--- config.mk ---
export PLATFORM = sky130hd
export DESIGN_NAME = i2c_scl_timer
export DESIGN_NICKNAME = d
export VERILOG_FILES = /design/src/rtl/scl_timer_pkg.sv /design/src/rtl/scl_cfg_reg.sv /design/src/rtl/scl_phase_len.sv /design/src/rtl/scl_phase_ctl.sv /design/src/rtl/i2c_scl_timer.sv
export SDC_FILE = /design/constraint.sdc
export NUM_CORES = 1
export LEC_CHECK = 0
export ABC_AREA = 1
export BUFFER_PORTS_ARGS = -buffer_cell sky130_fd_sc_hd__buf_2
export CAP_MARGIN = 20
export CELL_PAD_IN_SITES_DETAIL_PLACEMENT = 0
export CELL_PAD_IN_SITES_GLOBAL_PLACEMENT = 1
export CORE_ASPECT_RATIO = 0.6
export CORE_MARGIN = 1
export CORE_UTILIZATION = 41
export DETAILED_ROUTE_END_ITERATION = 12
export PLACE_DENSITY = 0.91
export SLEW_MARGIN = 20
export SYNTH_ARGS = -nofsm -noshare
export SYNTH_HDL_FRONTEND = slang
export SYNTH_SLANG_ARGS = --single-unit
export TNS_END_PERCENT = 50
--- constraint.sdc ---
create_clock -name clk -period 2.1 [get_ports clk]
set_clock_uncertainty 0.05 [all_clocks]
set_input_delay 0.105 -clock clk [delete_from_list [all_inputs] [get_ports clk]]
set_output_delay 0.105 -clock clk [all_outputs]
set_load 0.03 [all_outputs]
--- src/rtl/scl_timer_pkg.sv ---
package scl_timer_pkg;
  typedef enum logic [1:0] {
    PH_IDLE = 2'd0,
    PH_LOW  = 2'd1,
    PH_HIGH = 2'd2
  } scl_phase_e;
endpackage

--- src/rtl/scl_cfg_reg.sv ---
module scl_cfg_reg #(
  parameter int DIV_W   = 8,
  parameter int EXP_W   = 3,
  parameter int MAX_EXP = 5,
  localparam int CFG_W  = 2 * DIV_W + EXP_W
) (
  input  logic             clk,
  input  logic             rst,
  input  logic             we,
  input  logic [CFG_W-1:0] wdata,
  output logic [DIV_W-1:0] low_div,
  output logic [DIV_W-1:0] high_div,
  output logic [EXP_W-1:0] exp_q
);
  localparam logic [EXP_W-1:0] EXP_CAP = EXP_W'(MAX_EXP);

  logic [EXP_W-1:0] exp_field;
  assign exp_field = wdata[2*DIV_W +: EXP_W];

  always_ff @(posedge clk) begin
    if (rst) begin
      low_div  <= '0;
      high_div <= '0;
      exp_q    <= '0;
    end else if (we) begin
      low_div  <= wdata[0 +: DIV_W];
      high_div <= wdata[DIV_W +: DIV_W];
      exp_q    <= (exp_field > EXP_CAP) ? EXP_CAP : exp_field;
    end
  end

  // stored exponent never exceeds the cap
  p_exp_cap_r5: assert property (@(posedge clk) disable iff (rst)
    exp_q <= EXP_CAP);
endmodule

--- src/rtl/scl_phase_len.sv ---
module scl_phase_len #(
  parameter int DIV_W  = 8,
  parameter int EXP_W  = 3,
  parameter int OFFSET = 4,
  parameter int CNT_W  = 14
) (
  input  logic [DIV_W-1:0] div,
  input  logic [EXP_W-1:0] exp_v,
  output logic [CNT_W-1:0] len_m1
);
  localparam logic [CNT_W-1:0] OFS_M1 = CNT_W'(OFFSET - 1);

  always_comb begin
    len_m1 = (CNT_W'(div) << exp_v) + OFS_M1;
  end
endmodule

--- src/rtl/scl_phase_ctl.sv ---
module scl_phase_ctl
  import scl_timer_pkg::*;
#(
  parameter int CNT_W = 14
) (
  input  logic             clk,
  input  logic             rst,
  input  logic             en,
  input  logic             hold,
  input  logic [CNT_W-1:0] low_len_m1,
  input  logic [CNT_W-1:0] high_len_m1,
  output logic             scl_o,
  output logic             low_start,
  output logic             high_start
);
  scl_phase_e       phase;
  logic [CNT_W-1:0] cnt;
  logic             cnt_zero;

  assign cnt_zero = (cnt == '0);

  always_ff @(posedge clk) begin
    if (rst || !en) begin
      phase      <= PH_IDLE;
      cnt        <= '0;
      scl_o      <= 1'b1;
      low_start  <= 1'b0;
      high_start <= 1'b0;
    end else begin
      low_start  <= 1'b0;
      high_start <= 1'b0;
      case (phase)
        PH_IDLE: begin
          phase     <= PH_LOW;
          cnt       <= low_len_m1;
          scl_o     <= 1'b0;
          low_start <= 1'b1;
        end
        PH_LOW: begin
          if (cnt_zero) begin
            phase      <= PH_HIGH;
            cnt        <= high_len_m1;
            scl_o      <= 1'b1;
            high_start <= 1'b1;
          end else begin
            cnt <= cnt - 1'b1;
          end
        end
        PH_HIGH: begin
          if (!hold) begin
            if (cnt_zero) begin
              phase     <= PH_LOW;
              cnt       <= low_len_m1;
              scl_o     <= 1'b0;
              low_start <= 1'b1;
            end else begin
              cnt <= cnt - 1'b1;
            end
          end
        end
        default: begin
          phase <= PH_IDLE;
          cnt   <= '0;
          scl_o <= 1'b1;
        end
      endcase
    end
  end

  // disabled means SCL released high on the next edge
  p_idle_high_r2: assert property (@(posedge clk) disable iff (rst)
    !en |=> (scl_o && !low_start && !high_start));

  // a low phase with count remaining stays low
  p_low_runs_r3: assert property (@(posedge clk) disable iff (rst)
    (en && phase == PH_LOW && !cnt_zero) |=> (phase == PH_LOW && !scl_o));

  // stretching freezes the high phase counter
  p_hold_freeze_r7: assert property (@(posedge clk) disable iff (rst)
    (en && phase == PH_HIGH && hold) |=> (phase == PH_HIGH && $stable(cnt) && scl_o));

  // strobes never coincide, and a falling SCL always carries low_start
  p_strobe_excl_r9: assert property (@(posedge clk) disable iff (rst)
    !(low_start && high_start));
  p_fall_strobe_r9: assert property (@(posedge clk) disable iff (rst)
    $fell(scl_o) |-> low_start);

  // enable from idle starts the low phase at once
  p_start_low_r10: assert property (@(posedge clk) disable iff (rst)
    (en && phase == PH_IDLE) |=> (!scl_o && low_start));
endmodule

--- src/rtl/i2c_scl_timer.sv ---
module i2c_scl_timer #(
  parameter int DIV_W   = 8,
  parameter int EXP_W   = 3,
  parameter int MAX_EXP = 5,
  parameter int OFFSET  = 4,
  localparam int CFG_W  = 2 * DIV_W + EXP_W,
  localparam int CNT_W  = DIV_W + MAX_EXP + 1
) (
  input  logic             clk,
  input  logic             rst,
  input  logic             en,
  input  logic             cfg_we,
  input  logic [CFG_W-1:0] cfg_wdata,
  input  logic             hold,
  output logic             scl_o,
  output logic             low_start,
  output logic             high_start
);
  logic [DIV_W-1:0] div_sel [2];
  logic [CNT_W-1:0] len_m1  [2];
  logic [EXP_W-1:0] exp_v;

  scl_cfg_reg #(
    .DIV_W  (DIV_W),
    .EXP_W  (EXP_W),
    .MAX_EXP(MAX_EXP)
  ) u_cfg (
    .clk     (clk),
    .rst     (rst),
    .we      (cfg_we),
    .wdata   (cfg_wdata),
    .low_div (div_sel[0]),
    .high_div(div_sel[1]),
    .exp_q   (exp_v)
  );

  for (genvar g = 0; g < 2; g++) begin : g_len
    scl_phase_len #(
      .DIV_W (DIV_W),
      .EXP_W (EXP_W),
      .OFFSET(OFFSET),
      .CNT_W (CNT_W)
    ) u_len (
      .div   (div_sel[g]),
      .exp_v (exp_v),
      .len_m1(len_m1[g])
    );
  end

  scl_phase_ctl #(
    .CNT_W(CNT_W)
  ) u_ctl (
    .clk        (clk),
    .rst        (rst),
    .en         (en),
    .hold       (hold),
    .low_len_m1 (len_m1[0]),
    .high_len_m1(len_m1[1]),
    .scl_o      (scl_o),
    .low_start  (low_start),
    .high_start (high_start)
  );
endmodule

==> results of run 1 <==
## metal layers
layer / global-route usage / part of all wire / vias to the layer above
li1: - / - / 1688
met1: 0.3403 / 0.53 / 1486
met2: 0.3445 / 0.38 / 101
met3: 0.06104 / 0.076 / 9
met4: 0.07264 / 0.010 / 0
met5: 0 / 0 / -
## critical path, cell delays in order (launching register included)
cell and delay [ns]:
dfxtp_2 0.34, inv_4 0.07, ha_4 0.14, buf_6 0.11
nand3_4 0.09, nor2_4 0.14, nand4_4 0.11, nor2_4 0.16
nand3_2 0.10, nor2_4 0.20, buf_12 0.14, nand2_1 0.06
nand3_1 0.08, nand2_1 0.06, a21oi_1 0.12
## power by group through the flow
stage / registers (mW) / clock network [mW] / logic, mW
2_1_floorplan: 0.820 / 0 / 0.553
3_3_place_gp: 0.821 / 0 / 0.758
3_5_place_dp: 0.823 / 0 / 0.766
4_1_cts: 0.808 / 0.797 / 0.789
5_1_grt: 0.819 / 0.826 / 0.965
6_report: 0.813 / 0.787 / 0.866
## metrics by stage
| step | setup TNS [ns] | worst slack [ns] |
|---|---|---|
| floorplan | 0 | 0.3602 |
| global placement | 0 | 0.04530 |
| detailed placement | 0 | 0.0003477 |
| CTS | 0 | 0.006831 |
| global route | -0.3547 | -0.05396 |
| finish | 0 | 0.06694 |
## path summary, 6_finish.rpt
check,startpoint,end,slack (ns),cells past startpoint
min,cfg_wdata[0],u_cfg.low_div[0],0.008,3
max,u_ctl.cnt[0],u_ctl.cnt[0],0.07,14
min reg2reg,u_ctl.scl_o,u_ctl.scl_o,0.43,2
max reg2reg,u_ctl.cnt[0],u_ctl.cnt[0],0.07,14
## registers in the layout (all words and copies together), names as in the netlist
register,count
u_cfg.high_div,8
u_cfg.low_div,8
u_cfg.exp_q,3
u_ctl.phase,2
u_ctl.high_start,1
u_ctl.low_start,1
u_ctl.cnt,14
u_ctl.scl_o,1
## layout make-up
class                           instances  area share
Tap cell                               87     0.03100
Sequential cell                        38      0.2170
Clock buffer                            7     0.04063
Multi-Input combinational cell        401      0.5656
Inverter                               37     0.04241
Clock inverter                          1    0.001426
Timing Repair Buffer                   52      0.1019
## cell usage in the layout (no fill, tap or decap), types with 3 or more instances in the layout
master and instances:
nand4_1 5, a21oi_1 32, dfxtp_1 37, o211ai_1 3, nor2_4 6, a21oi_2 5
nand2_1 197, nor2_2 4, o21ai_0 12, nand4_4 3, clkbuf_16 5, buf_2 26
xor2_1 6, nand3_2 5, o21ai_1 6, nand3_1 56, nor2_1 30, nor3_1 3
buf_4 22, nand2_2 9, inv_1 32, xnor2_1 3
## cells by family after synthesis
| logic type | Yosys count |
|---|---|
| AOI/OAI and AO/OA | 66 |
| xor gates and xnor gates | 9 |
| adders and majority gates | 1 |
| buffers and inverters | 57 |
| DFF | 38 |
| and+or+nand+nor | 325 |
## repair_timing
item	CTS	global route
buffers inserted	3	2
pin swaps	1	10
resized for setup	1	22
hold endpoints to repair	0	0
setup endpoints to repair	2	19
==> flow_metrics.tcl, run 1 <==
set metrics [dict create \
    synth_ff_type "dfxtp_1" \
    dpl.hpwl_um 6443 \
    period_needed_ns 2.033 \
    drive_above_1_share 0.1903 \
    power_mw 2.466 \
    path_clk_slew_ns 0.06 \
    post_drt_wl_per_cell_um 13.67 \
    synth_top_area_frac 0.2585 \
    sw_frac_of_total 0.3635 \
    dieArea_mm2 0.007532 \
    synth_edf_count 0 \
    worst_pin_slew_ns 0.6638 \
    hold_class "input pin to flip-flop" \
    fin_util 0.5169 \
    post_dp_cell_area_mm2 0.003226 \
    postSynthCellCount 496 \
    start_util 0.4333 \
    netlist_area_mm2 0.002943 \
    layoutNonFillerInstCount 623 \
    crit_path_max_fanout 6 \
    synth_fa_ha_area_frac 0.004252 \
    num_antenna_cells 0 \
    synth_compound_area_frac 0.1259 \
    rsz0062_at_grt "true" \
    finalSetupViolCount 0 \
    status "finished with violations" \
    synth_top_family_by_area "simple AND/OR/NAND/NOR gates" \
    start_kind "flip-flop" \
    power_frac_clock 0.319 \
    seq_area_frac_synth 0.2585 \
    grt_pass1_wl_um 13880 \
    cts_hold_buf 0 \
    relSlewSlack 0.5570 \
    syn-mean-instance-area_um2 5.933 \
    worstSetupPathType "flip-flop to flip-flop" \
    p_comb_frac 0.351 \
    cp-end-kind "flip-flop" \
    multi_input_area_mm2 0.001986 \
    final_nets 560 \
    cp_data_arrival_time_ns 2.20 \
    drc 2 \
    seqPwrFrac 0.330 \
    dr.pass1.iters 9 \
    grtUsageTotal 0.2372 \
    placedCellCount 610 \
    intPower_mw 1.569 \
    design_area_mm2 0.003511 \
    async_reset_ff_frac 0 \
    area_delta_synth_final_pct 19.30 \
    htreeDepth 2 \
    clock_path_buffers 2 \
    nFillCells 714 \
    chipHeight_um 67.63 \
    yosysMostFrequentCell "nand2_1" \
    via_per_inst 5.271 \
    synthTopCellsByCount "198 x nand2_1, 58 x nand3_1, 38 x dfxtp_1, 34 x inv_1" \
    clk_latency_ns 0.29 \
    netlist_top_cells_area "dfxtp_1 26%, nand2_1 25%, nand3_1 9.9%" \
    fmax_mhz 491.9 \
    yosysWarnings 0 \
    port_buffers 26 \
    synth_mux_area_frac 0 \
    io_pins 27 \
    maxCapViolations 0 \
    clkSinkCount 38 \
    drtIter0Drc 271 \
    regArea_um2 762.0 \
    rows 23 \
    grt_pass1_vias 2877 \
    holdWs_ns 0.008035 \
    peakVddDrop_mv 0.3167 \
    syn-num-nets 521 \
    power_switching_uw 896.3 \
    grt_start_max_net_pins 23 \
    vias 3284 \
    gp_congestion 0.9555 \
    violations "DRC" \
    power.leakage_nw 1.646 \
    cts_tree "built" \
    finalHoldViolCount 0 \
    root_buffer "clkbuf_16" \
    antenna_found_initial 0 \
    min_period_over_period 0.9681 \
    wl_um 8518 \
    synth.largest_area_cell "dfxtp_1" \
    worstPathRequired_ns 2.27 \
    antenna_left 0 \
    numCtsBuffers 5 \
    slew_violations 0 \
    synthXorXnorAreaFrac 0.02679 \
    yosysUniqueCellTypes 37 \
    ys_ff_latch 38 \
    grt.overflow.total 0 \
    powerDensity_mw_per_mm2 702.3 \
    core_mm2 0.006792 \
    die_x_um 111.4 \
    synthSimpleGateAreaFrac 0.4919 \
]
Power figures use the tool's default switching activity.
==> run 2, diff against run 1 <==
- CORE_MARGIN: 1 -> 1.5
==> run 2 against run 1 <==
The run now ends clean. Sequential share of layout area shrank 0.21 points. Final cell count grew 0.32%. Global-route usage shrank 1.2 points. Clock-buffer cell count shrank 2. Critical path depth is the same. First-iteration DRC count shrank 30%. Largest cell class unchanged.
==> flow_metrics.tcl, run 2 (same netlist as run 1, synthesis figures left out) <==
set metrics [dict create \
    status "finished clean" \
    htreeDepth 2 \
    worstPathRequired_ns 2.27 \
    hold_class "input pin to flip-flop" \
    crit_path_max_fanout 6 \
    dr.pass1.iters 7 \
    gp_congestion 0.9501 \
    cp_data_arrival_time_ns 2.19 \
    worstSetupPathType "flip-flop to flip-flop" \
    placedCellCount 609 \
    dieArea_mm2 0.007712 \
    antenna_left 0 \
    grt.overflow.total 0 \
    numCtsBuffers 5 \
    period_needed_ns 2.021 \
    chipHeight_um 68.63 \
    finalHoldViolCount 0 \
    grt_pass1_wl_um 13510 \
    reg2reg_from "u_ctl.cnt[0]" \
    drive_above_1_share 0.2026 \
    cts_tree "built" \
    setup.worst_path.end "u_ctl.cnt[1]" \
    root_buffer "clkbuf_16" \
    cp-end-kind "flip-flop" \
    num_antenna_cells 0 \
    port_buffers 26 \
    core_mm2 0.006820 \
    largest_reg_flops 14 \
    cp-startpoint "u_ctl.cnt[0]" \
    dpl.hpwl_um 6408 \
    maxCapViolations 0 \
    layoutNonFillerInstCount 625 \
    drtIter0Drc 189 \
    start_util 0.4315 \
    min_period_over_period 0.9623 \
    area_delta_synth_final_pct 20.66 \
    mostFrequentLayoutCell "nand2_1" \
    rr_worst_depth 14 \
    worst_pin_slew_ns 0.6093 \
    final_nets 562 \
    path_clk_slew_ns 0.06 \
    via_per_inst 5.245 \
    clock_path_buffers 2 \
    grt_start_max_net_pins 23 \
    nFillCells 706 \
    fin_ws_ns 0.07921 \
    rsz0062_at_grt "true" \
    finalSetupViolCount 0 \
    final_cell_mix "195 x nand2_1, 57 x nand3_1, 36 x dfxtp_1" \
    clk_latency_ns 0.29 \
    relSlewSlack 0.5934 \
    antenna_found_initial 0 \
    drc 0 \
    wl_um 8442 \
    power.leakage_nw 1.663 \
    holdWs_ns 0.01743 \
    rows 23 \
    place_ws_ns -0.01722 \
    grtUsageTotal 0.2256 \
    peakVddDrop_mv 0.4066 \
    top_regs "u_ctl.cnt x14, u_cfg.high_div x8, u_cfg.low_div x8" \
    largest-register "u_ctl.cnt" \
    die_x_um 112.4 \
    start_kind "flip-flop" \
    reg2reg_to "u_ctl.cnt[1]" \
    post_drt_wl_per_cell_um 13.51 \
    vias 3278 \
    grt_pass1_vias 2774 \
    slew_violations 0 \
    reg2reg_slack_ns 0.08 \
    io_pins 27 \
    fmax_mhz 494.9 \
    powerDensity_mw_per_mm2 717.9 \
    clkSinkCount 38 \
]
-- run 2: cell type report --
type                            count  area (µm²)  area share
Sequential cell                    38       763.2      0.2149
Clock inverter                      3       40.04     0.01128
Inverter                           37       146.4     0.04123
Clock buffer                        5       125.1     0.03524
Timing Repair Buffer               54       376.6      0.1061
Multi-Input combinational cell    401        1991      0.5606
Tap cell                           87       108.9     0.03066
-- run 2: where the power goes --
| group | leakage (nW) | switching, mW | internal [mW] | total, mW |
|---|---|---|---|---|
| Combinational | 1.27 | 0.537 | 0.333 | 0.871 |
| Sequential | 0.312 | 0.0455 | 0.768 | 0.813 |
| Clock | 0.0836 | 0.309 | 0.556 | 0.865 |
-- run 2: worst min-delay path by stage --
stage / to / cells past startpoint / from
finish: u_cfg.low_div[0] / 3 / cfg_wdata[0]
global route: u_cfg.low_div[6] / 3 / cfg_wdata[6]
CTS: u_cfg.low_div[6] / 3 / cfg_wdata[6]
detailed placement: u_cfg.low_div[0] / 3 / cfg_wdata[0]
global placement: u_cfg.low_div[0] / 3 / cfg_wdata[0]
floorplan: u_cfg.low_div[0] / 2 / cfg_wdata[0]
-- run 2: what timing repair did --
action / in CTS / in global routing
endpoints found under the setup margin: 3 / 15
setup buffers: 2 / 6
cloned: 0 / 0
resized for setup: 2 / 25
pin swaps: 1 / 9
hold buffers: 0 / 0
-- run 2: per-layer routing --
| layer | routed length [µm] | track usage | up-vias |
|---|---|---|---|
| met5 | 0 | 0 | - |
| met4 | 61 | 0.05696 | 0 |
| met3 | 762 | 0.06206 | 7 |
| met2 | 3245 | 0.3152 | 112 |
| met1 | 4373 | 0.3369 | 1475 |
| li1 | - | - | 1684 |
-- run 2: metrics by stage --
| stage | util | setup TNS, ns | cell area (µm²) | total power, mW |
|---|---|---|---|---|
| floorplan | - | 0 | 2943 | 1.373 |
| global placement | 0.4737 | 0 | 3231 | 1.580 |
| detailed placement | 0.4737 | -0.01722 | 3231 | 1.591 |
| CTS | 0.5005 | 0 | 3413 | 2.480 |
| global route | 0.5206 | -0.1859 | 3551 | 2.717 |
| finish | 0.5206 | 0 | 3551 | 2.549 |
-- run 2: critical path, cell delays in order (launching register included) --
cell and delay [ns]:
dfxtp_2 0.32, inv_2 0.08, ha_4 0.14, buf_6 0.11, nand3_4 0.08, nor2_4 0.14
nand4_4 0.12, nor2_4 0.15, nand3_2 0.10, nor2_4 0.18, buf_6 0.15, nand2_2 0.05
nand3_1 0.08, nand2_1 0.07, a21oi_2 0.12
==> run 3, diff against run 2 <==
- BUFFER_PORTS_ARGS: -buffer_cell sky130_fd_sc_hd__buf_2 -> -buffer_cell sky130_fd_sc_hd__buf_4
- SETUP_SLACK_MARGIN: not set -> 0.4
==> run 3 against run 2 <==
Non-clock buffer count is 9 higher. Worst setup slack better by 0.14 ns. Global-route usage is 1.2 points higher. Sequential cell count stayed put. Combinational power is 11% higher. Fmax is 7.6% higher. Power is 4.5% higher. Critical path type unchanged. Critical endpoint is now u_ctl.cnt[10]. Largest cell class unchanged. Highest routed layer unchanged.
==> flow_metrics.tcl, run 3 (same netlist as run 1, synthesis figures left out) <==
set metrics [dict create \
    status "finished clean" \
    num_antenna_cells 0 \
    cts_hold_buf 0 \
    post_drt_wl_per_cell_um 14.14 \
    wl_met2_um 3538 \
    worstSetupPathType "flip-flop to flip-flop" \
    placedCellCount 603 \
    drc 0 \
    fin_setup_tns_ns 0 \
    drtIter0Drc 257 \
    grt_start_max_net_pins 23 \
    crit_path_max_fanout 6 \
    slew_violations 0 \
    root_buffer "clkbuf_16" \
    die_x_um 112.4 \
    top_regs "u_ctl.cnt x14, u_cfg.high_div x8, u_cfg.low_div x8" \
    grt_pass1_wl_um 14220 \
    via_per_inst 5.368 \
    cp_slowest_cell "dfxtp_2" \
    largest-register "u_ctl.cnt" \
    grt.overflow.total 0 \
    hold_class "input pin to flip-flop" \
    layoutNonFillerInstCount 634 \
    clock_path_buffers 2 \
    path_clk_slew_ns 0.06 \
    rsz0062_at_grt "true" \
    antenna_found_initial 0 \
    start_util 0.4315 \
    finalHoldViolCount 0 \
    path_cells "inv_2 > ha_4 > nand3_4 > nor2_4 > nand4_4 > nor2_4 > nand3_2 > nor2_4 > buf_6 > nand2_4 > nand3_2 > nand2_1 > a21oi_2" \
    wl_met3_um 812 \
    powerDensity_mw_per_mm2 689.0 \
    worst_pin_slew_ns 0.6438 \
    vias 3403 \
    core_mm2 0.006820 \
    mostFrequentLayoutCell "nand2_1" \
    top_layer "met4" \
    largest_reg_flops 14 \
    grtUsageTotal 0.2375 \
    worstPathRequired_ns 2.27 \
    maxCapViolations 0 \
    cts_tree "built" \
    nFillCells 657 \
    power.leakage_nw 1.824 \
    chipHeight_um 68.63 \
    fmax_mhz 532.4 \
    min_period_over_period 0.8945 \
    cp-end-kind "flip-flop" \
    relSlewSlack 0.5703 \
    fin_util 0.5667 \
    wl_met1_um 4480 \
    crit_top_cell "nor2_4" \
    peakVddDrop_mv 0.3452 \
    final_nets 571 \
    dr.pass1.iters 5 \
    area_delta_synth_final_pct 31.34 \
    start_kind "flip-flop" \
    period_needed_ns 1.878 \
    port_buffers 26 \
    gp_congestion 1.032 \
    numCtsBuffers 5 \
    htreeDepth 2 \
    dieArea_mm2 0.007712 \
    reg2reg_slack_ns 0.22 \
    cp_data_arrival_time_ns 2.05 \
    drive_above_1_share 0.2925 \
    rows 23 \
    cp_slowest_stage_delay_ns 0.32 \
    antenna_left 0 \
    finalSetupViolCount 0 \
    final_cell_mix "175 x nand2_1, 57 x buf_4, 48 x nand3_1" \
    clkSinkCount 38 \
    grt_pass1_vias 2950 \
    wl_um 8966 \
    io_pins 27 \
    clk_latency_ns 0.29 \
    dpl.hpwl_um 6270 \
]
## run 3: changes by cell type in the layout (fill, tap and decap cells not counted), moves of 4 or more
cell     before  now
nand2_4       1    8
inv_1        32   28
nand2_1     195  175
nand3_2       4   13
buf_4        23   57
nand3_1      57   48
buf_2        26    0
nand2_2      11   24
## run 3: worst paths after layout
kind	startpoint	to	cells past startpoint
max	u_ctl.cnt[0]	u_ctl.cnt[10]	13
min	cfg_wdata[13]	u_cfg.high_div[5]	3
max reg2reg	u_ctl.cnt[0]	u_ctl.cnt[10]	13
min reg2reg	u_cfg.low_div[6]	u_cfg.low_div[6]	2
## run 3: metal layers
| layer | up-vias | global-route usage |
|---|---|---|
| li1 | 1713 | - |
| met1 | 1535 | 0.3483 |
| met2 | 136 | 0.3474 |
| met3 | 19 | 0.05594 |
| met4 | 0 | 0.06329 |
| met5 | - | 0 |
## run 3: final cells by class
type,instances,area [µm²],area share
Multi-Input combinational cell,401,2166,0.5604
Sequential cell,38,768.2,0.1988
Timing Repair Buffer,63,499.2,0.1292
Inverter,37,152.6,0.03949
Clock buffer,5,125.1,0.03237
Tap cell,87,108.9,0.02816
Clock inverter,3,45.04,0.01165
## run 3: stage by stage
stage	hold WS, ns	area, µm²	setup WS, ns	power [mW]
2_1_floorplan	0.1955	2955	0.4162	1.379
4_1_cts	0.02114	3655	0.2160	2.566
3_5_place_dp	0.3236	3238	0.1092	1.573
5_1_grt	0.03197	3865	0.1306	2.810
3_3_place_gp	0.3171	3238	0.1250	1.574
6_report	0.02221	3865	0.2216	2.663
## run 3: repair_timing
| action | in CTS | in global routing |
|---|---|---|
| setup endpoints to repair | 18 | 19 |
| pin swaps | 17 | 24 |
| endpoints found under the hold margin | 0 | 0 |
| resized for setup | 42 | 51 |
| setup buffers | 16 | 7 |
## run 3: worst max-delay path: cells and delay by family (launching register included)
kind | cells | cell delay [ns]
and+or+nand+nor | 9 | 0.90
adders and majority gates | 1 | 0.17
DFF | 1 | 0.32
AOI/OAI and AO/OA | 1 | 0.12
buffers and inverters | 2 | 0.24
## run 3: power breakdown
| part | switching [mW] | total [mW] | internal, mW |
|---|---|---|---|
| Combinational | 0.580 | 0.964 | 0.384 |
| Sequential | 0.0484 | 0.816 | 0.768 |
| Clock | 0.322 | 0.883 | 0.560 |
| Total | 0.951 | 2.66 | 1.71 |
